===== config.mk =====
export PLATFORM = sky130hd
export DESIGN_NAME = pfc_phase_steer
export DESIGN_NICKNAME = d
export VERILOG_FILES = /design/src/rtl/pfc_steer_pkg.sv /design/src/rtl/pfc_sync2.sv /design/src/rtl/pfc_blank_timer.sv /design/src/rtl/pfc_phase_det.sv /design/src/rtl/pfc_route.sv /design/src/rtl/pfc_phase_steer.sv
export SDC_FILE = /design/constraint.sdc
export NUM_CORES = 1
export LEC_CHECK = 0
export ABC_AREA = 1
export BUFFER_PORTS_ARGS = -buffer_cell sky130_fd_sc_hd__buf_2
export CORE_MARGIN = 1
export CORE_UTILIZATION = 49
export CTS_BUF_LIST = sky130_fd_sc_hd__clkbuf_16
export DETAILED_ROUTE_END_ITERATION = 8
export GPL_ROUTABILITY_DRIVEN = 0
export GPL_TIMING_DRIVEN = 0
export PLACE_DENSITY = 0.78
export SLEW_MARGIN = 25
export SYNTH_ARGS = -nofsm -noshare
export SYNTH_HDL_FRONTEND = slang
export SYNTH_SLANG_ARGS = --single-unit

===== constraint.sdc =====
create_clock -name clk_i -period 1.5 [get_ports clk_i]
set_input_delay 0.3 -clock clk_i [delete_from_list [all_inputs] [get_ports clk_i]]
set_output_delay 0.3 -clock clk_i [all_outputs]
set_load 0.01 [all_outputs]

===== src/rtl/pfc_steer_pkg.sv =====
package pfc_steer_pkg;
  localparam int NUM_CH  = 2;
  localparam int IDX_POS = 0;
  localparam int IDX_NEG = 1;

  typedef logic [1:0]        pol_vec_t;   // [IDX_POS], [IDX_NEG]
  typedef logic [NUM_CH-1:0] ch_vec_t;    // one bit per channel
endpackage


===== src/rtl/pfc_sync2.sv =====
module pfc_sync2 #(
  parameter int W = 2
) (
  input  logic         clk_i,
  input  logic         rst_ni,
  input  logic [W-1:0] d_i,
  output logic [W-1:0] q_o
);
  logic [W-1:0] meta_q, sync_q;

  always_ff @(posedge clk_i or negedge rst_ni) begin
    if (!rst_ni) begin
      meta_q <= '0;
      sync_q <= '0;
    end else begin
      meta_q <= d_i;
      sync_q <= meta_q;
    end
  end

  assign q_o = sync_q;
endmodule


===== src/rtl/pfc_blank_timer.sv =====
module pfc_blank_timer #(
  parameter int BLANK_CYC = 1024
) (
  input  logic clk_i,
  input  logic rst_ni,
  input  logic load_i,
  output logic hold_o
);
  localparam int CW = (BLANK_CYC < 1) ? 1 : $clog2(BLANK_CYC + 1);
  localparam logic [CW-1:0] LOAD_VAL = CW'(BLANK_CYC);

  logic [CW-1:0] cnt_q;

  always_ff @(posedge clk_i or negedge rst_ni) begin
    if (!rst_ni)           cnt_q <= '0;
    else if (load_i)       cnt_q <= LOAD_VAL;
    else if (cnt_q != '0)  cnt_q <= cnt_q - 1'b1;
  end

  assign hold_o = (cnt_q != '0);
endmodule


===== src/rtl/pfc_phase_det.sv =====
module pfc_phase_det #(
  parameter bit YIELD = 1'b0  // loses a tie against the rival detector
) (
  input  logic clk_i,
  input  logic rst_ni,
  input  logic cmp_i,
  input  logic rival_cmp_i,
  input  logic rival_flag_i,
  input  logic hold_i,
  output logic flag_o,
  output logic flag_nxt_o
);
  logic flag_q;
  logic rise, fall;

  assign rise = !flag_q && cmp_i && !rival_flag_i && !(YIELD && rival_cmp_i);
  assign fall = flag_q && !cmp_i;

  always_comb begin
    flag_nxt_o = flag_q;
    if (!hold_i) begin
      if (rise)      flag_nxt_o = 1'b1;
      else if (fall) flag_nxt_o = 1'b0;
    end
  end

  always_ff @(posedge clk_i or negedge rst_ni) begin
    if (!rst_ni) flag_q <= 1'b0;
    else         flag_q <= flag_nxt_o;
  end

  assign flag_o = flag_q;
endmodule


===== src/rtl/pfc_route.sv =====
module pfc_route
  import pfc_steer_pkg::*;
#(
  parameter bit ZCD_IDLE = 1'b0
) (
  input  logic    clk_i,
  input  logic    rst_ni,
  input  logic    pos_nxt_i,
  input  logic    neg_nxt_i,
  input  ch_vec_t zcd_p_i,
  input  ch_vec_t zcd_n_i,
  input  ch_vec_t pwm_i,
  output ch_vec_t zcd_o,
  output ch_vec_t gate_pos_o,
  output ch_vec_t gate_neg_o
);
  for (genvar c = 0; c < NUM_CH; c++) begin : g_ch
    logic zcd_q, gp_q, gn_q;

    always_ff @(posedge clk_i or negedge rst_ni) begin
      if (!rst_ni) begin
        zcd_q <= ZCD_IDLE;
        gp_q  <= 1'b0;
        gn_q  <= 1'b0;
      end else begin
        gp_q <= pos_nxt_i && pwm_i[c];
        gn_q <= neg_nxt_i && pwm_i[c];
        if (pos_nxt_i)      zcd_q <= zcd_p_i[c];
        else if (neg_nxt_i) zcd_q <= zcd_n_i[c];
        else                zcd_q <= ZCD_IDLE;
      end
    end

    assign zcd_o[c]      = zcd_q;
    assign gate_pos_o[c] = gp_q;
    assign gate_neg_o[c] = gn_q;
  end
endmodule


===== src/rtl/pfc_phase_steer.sv =====
module pfc_phase_steer
  import pfc_steer_pkg::*;
#(
  parameter int BLANK_CYC = 1024,
  parameter bit ZCD_IDLE  = 1'b0
) (
  input  logic clk_i,
  input  logic rst_ni,
  input  logic cmp_pos_i,
  input  logic cmp_neg_i,
  input  logic zcd1_p_i,
  input  logic zcd1_n_i,
  input  logic zcd2_p_i,
  input  logic zcd2_n_i,
  input  logic pwm1_i,
  input  logic pwm2_i,
  output logic zcd1_o,
  output logic zcd2_o,
  output logic gate_s1_o,
  output logic gate_s2_o,
  output logic gate_s3_o,
  output logic gate_s4_o,
  output logic ph_pos_o,
  output logic ph_neg_o
);
  pol_vec_t cmp_raw, cmp_s, flag_q, flag_nxt;
  logic     hold, load;
  ch_vec_t  zcd_p, zcd_n, pwm, zcd, gate_pos, gate_neg;

  assign cmp_raw[IDX_POS] = cmp_pos_i;
  assign cmp_raw[IDX_NEG] = cmp_neg_i;

  pfc_sync2 #(.W(2)) u_sync (
    .clk_i (clk_i),
    .rst_ni(rst_ni),
    .d_i   (cmp_raw),
    .q_o   (cmp_s)
  );

  // Two independent detectors; the negative one yields on a tie.
  for (genvar p = 0; p < 2; p++) begin : g_det
    pfc_phase_det #(.YIELD(p == IDX_NEG)) u_det (
      .clk_i       (clk_i),
      .rst_ni      (rst_ni),
      .cmp_i       (cmp_s[p]),
      .rival_cmp_i (cmp_s[1-p]),
      .rival_flag_i(flag_q[1-p]),
      .hold_i      (hold),
      .flag_o      (flag_q[p]),
      .flag_nxt_o  (flag_nxt[p])
    );
  end

  assign load = (flag_nxt != flag_q);

  pfc_blank_timer #(.BLANK_CYC(BLANK_CYC)) u_blank (
    .clk_i (clk_i),
    .rst_ni(rst_ni),
    .load_i(load),
    .hold_o(hold)
  );

  assign zcd_p = {zcd2_p_i, zcd1_p_i};
  assign zcd_n = {zcd2_n_i, zcd1_n_i};
  assign pwm   = {pwm2_i, pwm1_i};

  pfc_route #(.ZCD_IDLE(ZCD_IDLE)) u_route (
    .clk_i     (clk_i),
    .rst_ni    (rst_ni),
    .pos_nxt_i (flag_nxt[IDX_POS]),
    .neg_nxt_i (flag_nxt[IDX_NEG]),
    .zcd_p_i   (zcd_p),
    .zcd_n_i   (zcd_n),
    .pwm_i     (pwm),
    .zcd_o     (zcd),
    .gate_pos_o(gate_pos),
    .gate_neg_o(gate_neg)
  );

  assign zcd1_o    = zcd[0];
  assign zcd2_o    = zcd[1];
  assign gate_s2_o = gate_pos[0];
  assign gate_s4_o = gate_pos[1];
  assign gate_s1_o = gate_neg[0];
  assign gate_s3_o = gate_neg[1];
  assign ph_pos_o  = flag_q[IDX_POS];
  assign ph_neg_o  = flag_q[IDX_NEG];
endmodule


**Yosys cells after proc, flatten, opt, wreduce, memory -nomap -nowiden**

Cells that the tools add are included.

- Input bits: 10
- Word-level logic and storage cells: 42
- Register bits: 23
- Output and inout bits: 8

- Equality and inequality tests: 1
- Add/sub/neg operators: 1
- Reductions and logical operators: 17
- Multiplexer cells: 12

Operators with widths:

| cell | count |
|---|---|
| $mux 11 | 2 |
| $logic_and 1x1->1 | 11 |
| $reduce_bool 11->1 | 1 |
| $sub 11x1->11 const B | 1 |
| $mux 1 | 10 |
| $logic_not 1->1 | 4 |
| $ne 2x2->1 | 1 |
| $reduce_bool 2->1 | 1 |

**Logic depth before layout (Yosys ltp)**

Gate-level depths: netlist (run 1).

- Depth after elaboration: 8
- Mapped depth: 10
- Gate-level depth less buffers: 10

**Hierarchy**

From an unflattened synthesis (run 1), not the netlist that was laid out.

- Cells, all modules: 131
- Area total of the unflattened synthesis: 1,167.4 um^2

By module, submodules not included:

| module | seq. area each (um^2) | times used | cells an instance | area an instance (um^2) |
|---|---|---|---|---|
| pfc_blank_timer | 275.3 | 1 | 81 | 689.4 |
| pfc_route | 150.1 | 1 | 27 | 254.0 |
| pfc_sync2 | 100.1 | 1 | 4 | 100.1 |
| pfc_phase_det (g_det[1].u_det) | 25.0 | 1 | 7 | 52.6 |
| pfc_phase_det (g_det[0].u_det) | 25.0 | 1 | 5 | 40.0 |
| pfc_phase_steer | 0.0 | 1 | 7 | 31.3 |

**Worst setup path after synthesis (run 1)**

OpenSTA, ideal clock, no wires.

- Path type: reg-to-reg
- From: register u_blank.cnt_q[0]
- To: register u_blank.cnt_q[0]
- Slack: 0.109 ns
- Library setup time: 0.120 ns
- Cell stages (with the launch flop): 10
- Required time: 1.380 ns
- Clock period less this slack: 1.391 ns
- Arrival: 1.272 ns
- Path buffers: 0
- Cell sequence: dfrtp_1 -> inv_1 -> ha_1 -> nand3_2 -> nor2_8 -> nand2_2 -> nand2_1 -> nand2_1 -> nand2_1 -> nor2_1

- Longest elaborated chain between the ends: 4
- Elaborated cells between the ends (all ways): 8
- Those cells by class: add/sub (1); eq/ne (1); mux (4); reduce/logical (2)

RTL lines:

| element | line | RTL |
|---|---|---|
| from (decl) | pfc_blank_timer.sv:12 | `logic [CW-1:0] cnt_q;` |
| from (signal assigned) | pfc_blank_timer.sv:17 | `else if (cnt_q != '0) cnt_q <= cnt_q - 1'b1;` |
| parallel branches: the longest is 4 deep, another holds $sub 11x1->11 | -- |  |

Several ways; the timed one is not identified. The select of a mux whose other input is x is not followed.
A chain may end at the register's enable or synchronous reset.

**Worst setup path after layout (run 1)**

- From: register u_blank.cnt_q[0]
- To: register u_blank.cnt_q[1]

Same word-level chain as after synthesis.

==> results.sh, run 1 <==
export IMPL_cp_cell_sequence="inv_2 > ha_4 > nand3_4 > nor2_8 > nand2_4 > nand2_1 > nand2_2 > nand2_2 > nor2_1"
export IMPL_drtIter0Drc=12
export IMPL_fmax_mhz=698
export IMPL_syn_cell_area_sq_mm=0.00115
export IMPL_fillCellCount=194
export IMPL_regArea_sq_um=576
export IMPL_synth_distinct_cells=26
export IMPL_multi_input_comb_area_sq_um=542
export IMPL_cpMostUsedCell="nand2_2"
export IMPL_power_uw=2100
export IMPL_critPathMaxFanout=7
export IMPL_hp_class="input port to asynchronous set/reset pin"
export IMPL_die_w_um=50.4
export IMPL_ys_warn_count=0
export IMPL_htree_levels=1
export IMPL_area_growth_pct=28.2
export IMPL_r2r_start="u_blank.cnt_q[0]$_DFFE_PN0P_"
export IMPL_numCtsBuffers=3
export IMPL_critPathMaxStageDelay_ns=0.39
export IMPL_grt_overflow=0
export IMPL_wl_per_cell_um=11.7
export IMPL_fin_tns_setup_ns=0
export IMPL_antenna_cells=0
export IMPL_critPathRequiredTime_ns=1.64
export IMPL_hold_violations=0
export IMPL_drive_gt1_frac=0.358
export IMPL_clock_path_buffers=2
export IMPL_setup_viol=0
export IMPL_antenna_found_initial=0
export IMPL_power_density_mw_per_mm2=1430
export IMPL_postRouteAntennaNets=0
export IMPL_ios=18
export IMPL_crit_path_end_kind="flop"
export IMPL_crit_type="flop to flop"
export IMPL_grt_pass1_vias=872
export IMPL_start_util=0.518
export IMPL_startpoint="u_blank.cnt_q[0]$_DFFE_PN0P_"
export IMPL_crit_path_start_kind="flop"
export IMPL_routed_via_density=4.76
export IMPL_grt_max_degree=24
export IMPL_grt_pass1_wl_mm=3.52
export IMPL_final_setup_skew_ns=0.00249
export IMPL_fin_util=0.664
export IMPL_synth_avg_cell_area_sq_um=8.75
export IMPL_slowest_stage="dfrtp_1"
export IMPL_worstMarginPinSlew_ns=0.491
export IMPL_die_h_um=50.4
export IMPL_root_buffer="clkbuf_16"
export IMPL_portBuffers=17
export IMPL_crit_arrival_ns=1.58
export IMPL_drt_pass1_iter_count=4
export IMPL_cts_tree="built"
export IMPL_row_count=17
export IMPL_num_nets_final=172
export IMPL_fin_cells=187
export IMPL_drt_wl_total_mm=2.19
export IMPL_dp_cells=176
export IMPL_synth_seq_cells=23
export IMPL_drc=0
export IMPL_clock_latency_ns=0.25
export IMPL_core_area_sq_mm=0.00221
export IMPL_max_cap_violations=0
export IMPL_num_vias=890
export IMPL_layout_min_cycle_time_ns=1.43
export IMPL_rsz0062_at_grt="yes"
export IMPL_die_area_sq_mm=0.00254
export IMPL_dp_hpwl_mm=1.51
export IMPL_syn_nets=143
export IMPL_cts_sinks=23
export IMPL_relSlewSlack=0.672
export IMPL_status="completed"
export IMPL_clkSlewWorstSetupHoldPaths_ns=0.06
export IMPL_peakVddDrop_mv=0.816
export IMPL_grt_use_total=0.187
export IMPL_finalCritPeriodShare=0.955
export IMPL_slew_viol_final=0
export IMPL_power_leakage_uw=0.000772
export IMPL_syn_inst=131
export IMPL_synth_seq_area_share=0.502
[metal layers]
| layer | share of wire | GRT usage |
|---|---|---|
| met3 | 0.034 | 0.0333 |
| met2 | 0.53 | 0.329 |
| met1 | 0.43 | 0.218 |
| met5 | 0 | 0 |
| met4 | 0.0064 | 0.0880 |
[path summary, 6_finish.rpt]
check                                                      to  slack, ns  depth (start not counted)
worst max-delay path             u_blank.cnt_q[1]$_DFFE_PN0P_       0.07                          9
worst min-delay path             u_blank.cnt_q[3]$_DFFE_PN0P_      0.005                          1
worst max register to register   u_blank.cnt_q[1]$_DFFE_PN0P_       0.07                          9
worst min register to register        u_sync.q_o[0]$_DFF_PN0_       0.35                          0
max in group asynchronous       u_blank.cnt_q[10]$_DFFE_PN0P_       1.16                          1
min in group clk_i                 u_sync.meta_q[0]$_DFF_PN0_       0.15                          1
[cell type report]
cell class	count	area share
multi-input combinational	83	0.369
clock buffer	3	0.0511
clock inverter	1	0.00256
inverter	25	0.0656
sequential	23	0.392
tap	28	0.0239
timing repair buffer	24	0.0963
[critical path: cells and delay by family (launching register included)]
| kind | cells | cell delay, ns |
|---|---|---|
| DFF | 1 | 0.39 |
| and+or+nand+nor | 7 | 0.66 |
| buffers and inverters | 1 | 0.10 |
| adders and majority gates | 1 | 0.16 |
[stage by stage]
stage,hold slack (ns),cell area [sq um],setup WS (ns)
after CTS,0.0338,1360,0.000847
after global routing,0.0593,1470,-0.0256
after detailed placement,0.305,1270,-0.0868
after floorplan,0.00441,1150,0.109
final,0.00477,1470,0.0669
after global placement,0.292,1270,-0.0707
[Yosys cell counts]
| cell | number | area, sq um |
|---|---|---|
| nand3_2 | 1 | 10.0 |
| nand2_1 | 20 | 75.1 |
| ha_1 | 2 | 25.0 |
| a21oi_1 | 5 | 25.0 |
| and2_1 | 1 | 6.26 |
| inv_2 | 3 | 11.3 |
| or2_1 | 1 | 6.26 |
| o21ai_0 | 5 | 25.0 |
| inv_1 | 21 | 78.8 |
| inv_4 | 1 | 6.26 |
| a21boi_0 | 1 | 7.51 |
| nand3_4 | 1 | 17.5 |
| nand4_1 | 2 | 12.5 |
| nor2_1 | 18 | 67.6 |
| dfrtp_1 | 23 | 576 |
| and2_2 | 1 | 7.51 |
| o21bai_1 | 1 | 7.51 |
| nor2_8 | 1 | 20.0 |
| nor2_2 | 2 | 12.5 |
| nand2_2 | 4 | 25.0 |
| o21ai_2 | 1 | 8.76 |
| nand3b_1 | 1 | 7.51 |
| xor2_1 | 2 | 17.5 |
| nor2_4 | 3 | 33.8 |
| nand2_4 | 1 | 11.3 |
| nand3_1 | 9 | 45.0 |
[cell families after synthesis]
| group | count (synthesis) | synth area share |
|---|---|---|
| and+or+nand+nor | 66 | 0.312 |
| buffers and inverters | 25 | 0.0841 |
| DFF | 23 | 0.502 |
| AOI/OAI and AO/OA | 13 | 0.0644 |
| xor gates and xnor gates | 2 | 0.0153 |
| adders and majority gates | 2 | 0.0218 |
[registers in the layout, summed over array words and instances, names as in the netlist]
name and cells:
u_route.g_ch.gn_q 2, u_sync.q_o 2, u_route.g_ch.gp_q 2, g_det.u_det.flag_o 2, u_blank.cnt_q 11, u_sync.meta_q 2, u_route.g_ch.zcd_q 2
[cell usage in the layout (no fill, tap or decap), types with 2 or more instances in the layout]
cell	n
nand2_4	3
nor2_2	3
nand4_1	2
buf_2	17
nor2_1	14
nor2_4	6
nand2_1	17
o21ai_0	5
inv_2	5
dfrtp_1	23
buf_4	6
a21oi_1	5
nand3_1	8
clkbuf_16	3
nand2_2	5
inv_1	20
xor2_1	2
nand3_4	2
[repair_timing]
action | CTS | global route
hold buffers | 0 | 0
pin swaps | 3 | 9
gates resized for setup | 3 | 16
cloned | 0 | 0
setup endpoints to repair | 7 | 14
buffers inserted | 1 | 6
endpoints found under the hold margin | 0 | 0
[power breakdown]
| group | switching, uW | total, uW | leakage (uW) | internal, uW |
|---|---|---|---|---|
| Clock | 204 | 559 | 0.0000423 | 355 |
| Sequential | 135 | 888 | 0.000272 | 754 |
| Combinational | 392 | 658 | 0.000458 | 266 |
| Total | 730 | 2100 | 0.000772 | 1370 |
No activity file was read; power rests on OpenSTA's default activity.
==> run 2, diff against run 1 <==
--- a/config.mk
+++ b/config.mk
@@ -8,12 +8,12 @@
 export ABC_AREA = 1
 export BUFFER_PORTS_ARGS = -buffer_cell sky130_fd_sc_hd__buf_2
 export CORE_MARGIN = 1
-export CORE_UTILIZATION = 49
-export CTS_BUF_LIST = sky130_fd_sc_hd__clkbuf_16
+export CORE_UTILIZATION = 52
+export CTS_BUF_LIST = sky130_fd_sc_hd__clkbuf_4 sky130_fd_sc_hd__clkbuf_8
 export DETAILED_ROUTE_END_ITERATION = 8
 export GPL_ROUTABILITY_DRIVEN = 0
 export GPL_TIMING_DRIVEN = 0
-export PLACE_DENSITY = 0.78
+export PLACE_DENSITY = 0.82
 export SLEW_MARGIN = 25
 export SYNTH_ARGS = -nofsm -noshare
 export SYNTH_HDL_FRONTEND = slang
==> results.sh, run 2 (same netlist as run 1, synthesis figures left out) <==
export IMPL_status="completed"
export IMPL_regMostFlops="u_blank.cnt_q"
export IMPL_peakVddDrop_mv=0.874
export IMPL_routed_via_density=5.03
export IMPL_antenna_found_initial=0
export IMPL_fin_cells=189
export IMPL_root_buffer="clkbuf_4"
export IMPL_cts_tree="built"
export IMPL_final_setup_skew_ns=0.00421
export IMPL_dp_cells=175
export IMPL_antenna_cells=0
export IMPL_grt_use_total=0.196
export IMPL_rr_endpoint="u_blank.cnt_q[1]$_DFFE_PN0P_"
export IMPL_r2r_start="u_blank.cnt_q[0]$_DFFE_PN0P_"
export IMPL_cp_cell_sequence="inv_2 > ha_4 > nand2_2 > nor2_4 > nand2_4 > o21bai_1 > nand2_1 > nand2_1 > nor2_1"
export IMPL_num_vias=950
export IMPL_p_switching_uw=731
export IMPL_hold_violations=0
export IMPL_cpLargestDelayFamily="simple AND/OR/NAND/NOR gates"
export IMPL_die_h_um=48.9
export IMPL_crit_path_end_kind="flop"
export IMPL_wl_per_cell_um=12.0
export IMPL_start_util=0.567
export IMPL_row_count=16
export IMPL_crit_arrival_ns=1.68
export IMPL_rsz0062_at_grt="yes"
export IMPL_area_growth_pct=26.6
export IMPL_relSlewSlack=0.663
export IMPL_r2r_cells=9
export IMPL_cts_sinks=23
export IMPL_dp_hpwl_mm=1.56
export IMPL_intPower_uw=1140
export IMPL_p_sw_frac=0.390
export IMPL_layout_common_cells="22 x dfrtp_1, 19 x nand2_1, 19 x inv_1, 17 x buf_2, 14 x nor2_1"
export IMPL_grt_max_degree=24
export IMPL_numCtsBuffers=3
export IMPL_drt_pass1_iter_count=4
export IMPL_worstMarginPinSlew_ns=0.505
export IMPL_critPathBufInv=1
export IMPL_finalCritPeriodShare=0.973
export IMPL_comb_power_share=0.352
export IMPL_drc=0
export IMPL_critPathMaxStageDelay_ns=0.42
export IMPL_clock_latency_ns=0.31
export IMPL_postRouteAntennaNets=0
export IMPL_ios=18
export IMPL_core_area_sq_mm=0.00202
export IMPL_drive_gt1_frac=0.364
export IMPL_critPathRequiredTime_ns=1.72
export IMPL_crit_type="flop to flop"
export IMPL_power_density_mw_per_mm2=1290
export IMPL_worstHoldStart="cmp_neg_i"
export IMPL_setup_viol=0
export IMPL_die_area_sq_mm=0.00240
export IMPL_portBuffers=17
export IMPL_critPathMaxFanout=4
export IMPL_power_leakage_uw=0.000756
export IMPL_htree_levels=1
export IMPL_clkSlewWorstSetupHoldPaths_ns=0.12
export IMPL_fin_area_sq_mm=0.00145
export IMPL_holdPathStages=1
export IMPL_crit_path_start_kind="flop"
export IMPL_drt_wl_total_mm=2.27
export IMPL_pwr_share_clk=0.163
export IMPL_drtIter0Drc=17
export IMPL_ff2ff_setup_slack_ns=0.04
export IMPL_largest_reg_flops=11
export IMPL_num_nets_final=175
export IMPL_grt_pass1_wl_mm=3.57
export IMPL_fmax_mhz=685
export IMPL_layout_min_cycle_time_ns=1.46
export IMPL_slew_viol_final=0
export IMPL_hp_class="input port to flop"
export IMPL_seqPwrFrac=0.485
export IMPL_clock_path_buffers=2
export IMPL_max_cap_violations=0
export IMPL_die_w_um=48.9
export IMPL_grt_pass1_vias=906
export IMPL_grt_overflow=0
export IMPL_worst_hold_path_endpoint="u_sync.meta_q[1]$_DFF_PN0_"
export IMPL_slowest_stage="dfrtp_1"
export IMPL_layout_commonest_cell="dfrtp_1"
export IMPL_cpMostUsedCell="nand2_1"
export IMPL_place_area_sq_mm=0.00126
[run 2: repair_timing]
action,in CTS,in global routing
endpoints found under the hold margin,23,0
hold buffers,1,0
pin swaps,3,10
setup buffers,1,8
endpoints found under the setup margin,12,15
gates resized for setup,5,12
cloned,0,0
[run 2: power groups by stage]
stage | logic, uW | clock network, uW | registers, uW
after CTS | 531 | 316 | 887
after global placement | 471 | 0 | 890
after detailed placement | 506 | 0 | 898
after global routing | 739 | 331 | 924
final | 660 | 306 | 909
after floorplan | 383 | 0 | 879
[run 2: how the worst max path moves through the flow]
stage                                 startpoint                            to  slack [ns]  cells after the start
floorplan           u_blank.cnt_q[0]$_DFFE_PN0P_  u_blank.cnt_q[0]$_DFFE_PN0P_        0.11                      9
global placement    u_blank.cnt_q[0]$_DFFE_PN0P_  u_blank.cnt_q[0]$_DFFE_PN0P_       -0.08                      9
detailed placement  u_blank.cnt_q[0]$_DFFE_PN0P_  u_blank.cnt_q[1]$_DFFE_PN0P_       -0.11                      9
CTS                 u_blank.cnt_q[0]$_DFFE_PN0P_  u_blank.cnt_q[1]$_DFFE_PN0P_       0.003                      9
global route        u_blank.cnt_q[1]$_DFFE_PN0P_  u_blank.cnt_q[1]$_DFFE_PN0P_       -0.05                      9
finish              u_blank.cnt_q[0]$_DFFE_PN0P_  u_blank.cnt_q[1]$_DFFE_PN0P_        0.04                      9
[run 2: routing by layer]
layer / part of all wire / vias to the layer above / global-route usage
li1: - / 466 / -
met1: 0.39 / 446 / 0.198
met2: 0.54 / 31 / 0.387
met3: 0.047 / 7 / 0.0405
met4: 0.023 / 0 / 0.0735
met5: 0 / - / 0
[run 2: final cells by class]
| cell class | instances | area [sq um] |
|---|---|---|
| tap | 27 | 33.8 |
| inverter | 25 | 96.3 |
| fill | 153 | 571 |
| clock buffer | 4 | 30.0 |
| timing repair buffer | 27 | 175 |
| multi-input combinational | 83 | 539 |
| sequential | 23 | 577 |
[run 2: stage by stage]
stage	hold WS (ns)	setup WS (ns)	power [uW]	utilization	TNS [ns]
detailed placement	0.301	-0.109	1400	0.626	-0.548
finish	0.0792	0.0403	1880	0.718	0
floorplan	0.00441	0.109	1260	-	0
global placement	0.291	-0.0787	1360	0.626	-0.202
CTS	0.0764	0.00281	1730	0.658	0
global route	0.0743	-0.0482	1990	0.718	-0.209
==> run 3, diff against run 2 <==
--- a/config.mk
+++ b/config.mk
@@ -7,8 +7,10 @@
 export LEC_CHECK = 0
 export ABC_AREA = 1
 export BUFFER_PORTS_ARGS = -buffer_cell sky130_fd_sc_hd__buf_2
+export CELL_PAD_IN_SITES_DETAIL_PLACEMENT = 0
+export CELL_PAD_IN_SITES_GLOBAL_PLACEMENT = 1
 export CORE_MARGIN = 1
-export CORE_UTILIZATION = 52
+export CORE_UTILIZATION = 39
 export CTS_BUF_LIST = sky130_fd_sc_hd__clkbuf_4 sky130_fd_sc_hd__clkbuf_8
 export DETAILED_ROUTE_END_ITERATION = 8
 export GPL_ROUTABILITY_DRIVEN = 0
==> results.sh, run 3 (same netlist as run 1, synthesis figures left out) <==
export IMPL_clock_latency_ns=0.30
export IMPL_row_count=19
export IMPL_critPathMaxFanout=8
export IMPL_fin_util=0.507
export IMPL_critPathRequiredTime_ns=1.71
export IMPL_die_h_um=56.2
export IMPL_drt_wl_total_mm=1.96
export IMPL_power_leakage_uw=0.000727
export IMPL_cts_sinks=23
export IMPL_num_nets_final=171
export IMPL_wl_per_cell_um=10.4
export IMPL_fin_tns_setup_ns=0
export IMPL_start_util=0.412
export IMPL_slew_viol_final=0
export IMPL_ios=18
export IMPL_power_density_mw_per_mm2=1280
export IMPL_peakVddDrop_mv=0.825
export IMPL_hold_violations=0
export IMPL_dp_hpwl_mm=1.47
export IMPL_layout_common_cells="23 x dfrtp_1, 20 x nand2_1, 18 x inv_1, 17 x buf_2, 14 x nor2_1"
export IMPL_clock_path_buffers=2
export IMPL_grt_max_degree=24
export IMPL_crit_path_start_kind="flop"
export IMPL_crit_arrival_ns=1.66
export IMPL_portBuffers=17
export IMPL_core_area_sq_mm=0.00278
export IMPL_cts_tree="built"
export IMPL_antenna_cells=0
export IMPL_area_growth_pct=23.1
export IMPL_crit_type="flop to flop"
export IMPL_drt_pass1_iter_count=3
export IMPL_grt_use_total=0.136
export IMPL_largest_reg_flops=11
export IMPL_die_w_um=56.2
export IMPL_clkSlewWorstSetupHoldPaths_ns=0.13
export IMPL_postRouteAntennaNets=0
export IMPL_max_cap_violations=0
export IMPL_htree_levels=1
export IMPL_drtIter0Drc=12
export IMPL_drive_gt1_frac=0.342
export IMPL_fin_area_sq_mm=0.00141
export IMPL_num_vias=886
export IMPL_layout_commonest_cell="dfrtp_1"
export IMPL_hold_ws_ns=0.0897
export IMPL_setup_viol=0
export IMPL_final_setup_skew_ns=0.00588
export IMPL_routed_via_density=4.69
export IMPL_place_area_sq_mm=0.00127
export IMPL_root_buffer="clkbuf_4"
export IMPL_worstMarginPinSlew_ns=0.503
export IMPL_relSlewSlack=0.665
export IMPL_ff2ff_setup_slack_ns=0.05
export IMPL_rsz0062_at_grt="yes"
export IMPL_grt_pass1_wl_mm=3.33
export IMPL_fillCellCount=265
export IMPL_r2r_cells=9
export IMPL_crit_path_end_kind="flop"
export IMPL_grt_overflow=0
export IMPL_hp_class="input port to flop"
export IMPL_antenna_found_initial=0
export IMPL_numCtsBuffers=3
export IMPL_regMostFlops="u_blank.cnt_q"
export IMPL_drc=0
export IMPL_holdPathStages=1
export IMPL_die_area_sq_mm=0.00316
export IMPL_grt_pass1_vias=824
export IMPL_fmax_mhz=690
export IMPL_finalCritPeriodShare=0.966
export IMPL_status="completed"
export IMPL_layout_min_cycle_time_ns=1.45
==> run 3: stage by stage <==
step	worst slack [ns]	std cells	total power, uW
after detailed placement	-0.126	179	1390
after floorplan	0.109	131	1260
after global routing	-0.0336	189	1950
after global placement	-0.0974	179	1370
final	0.0517	189	1800
after CTS	-0.000851	185	1710
==> run 3: layout make-up <==
| class | count | area, sq um | area share |
|---|---|---|---|
| sequential | 23 | 576 | 0.408 |
| multi-input combinational | 83 | 534 | 0.379 |
| timing repair buffer | 23 | 136 | 0.0966 |
| inverter | 25 | 96.3 | 0.0683 |
| tap | 31 | 38.8 | 0.0275 |
| clock buffer | 4 | 30.0 | 0.0213 |
==> run 3: final timing paths <==
check,from,end
setup / recovery,u_blank.cnt_q[1]$_DFFE_PN0P_,u_blank.cnt_q[1]$_DFFE_PN0P_
hold / removal,cmp_pos_i,u_sync.meta_q[0]$_DFF_PN0_
setup reg to reg,u_blank.cnt_q[1]$_DFFE_PN0P_,u_blank.cnt_q[1]$_DFFE_PN0P_
hold reg to reg,u_sync.meta_q[1]$_DFF_PN0_,u_sync.q_o[1]$_DFF_PN0_
max in group asynchronous,rst_ni,u_route.g_ch[0].gn_q$_DFF_PN0_
min in group asynchronous,rst_ni,u_blank.cnt_q[3]$_DFFE_PN0P_
==> run 3: repair_timing <==
action / CTS / global route
setup buffers: 1 / 4
endpoints found under the setup margin: 11 / 13
resized for setup: 5 / 12
hold buffers: 1 / 0
pin swaps: 2 / 4
hold endpoints to repair: 23 / 0
==> run 3: power by group <==
part	leakage (uW)	total [uW]	switching (uW)	internal (uW)
clock network	0.0000184	300	178	122
logic	0.000437	612	366	246
registers	0.000272	890	139	751
==> run 3: worst max-delay path, cell delays in order, from the launching register on <==
cell	delay, ns
dfrtp_1	0.44
inv_2	0.09
ha_4	0.15
nand3_4	0.10
nor2_8	0.22
nand2_4	0.08
nand2_1	0.07
nand2_1	0.06
nand2_1	0.09
nor2_1	0.05
==> run 3: layer usage <==
layer / up-vias / global-route usage / routed length [um]
li1: 459 / - / -
met1: 411 / 0.154 / 877
met2: 14 / 0.240 / 992
met3: 2 / 0.0395 / 78
met4: 0 / 0.0488 / 13
met5: - / 0 / 0
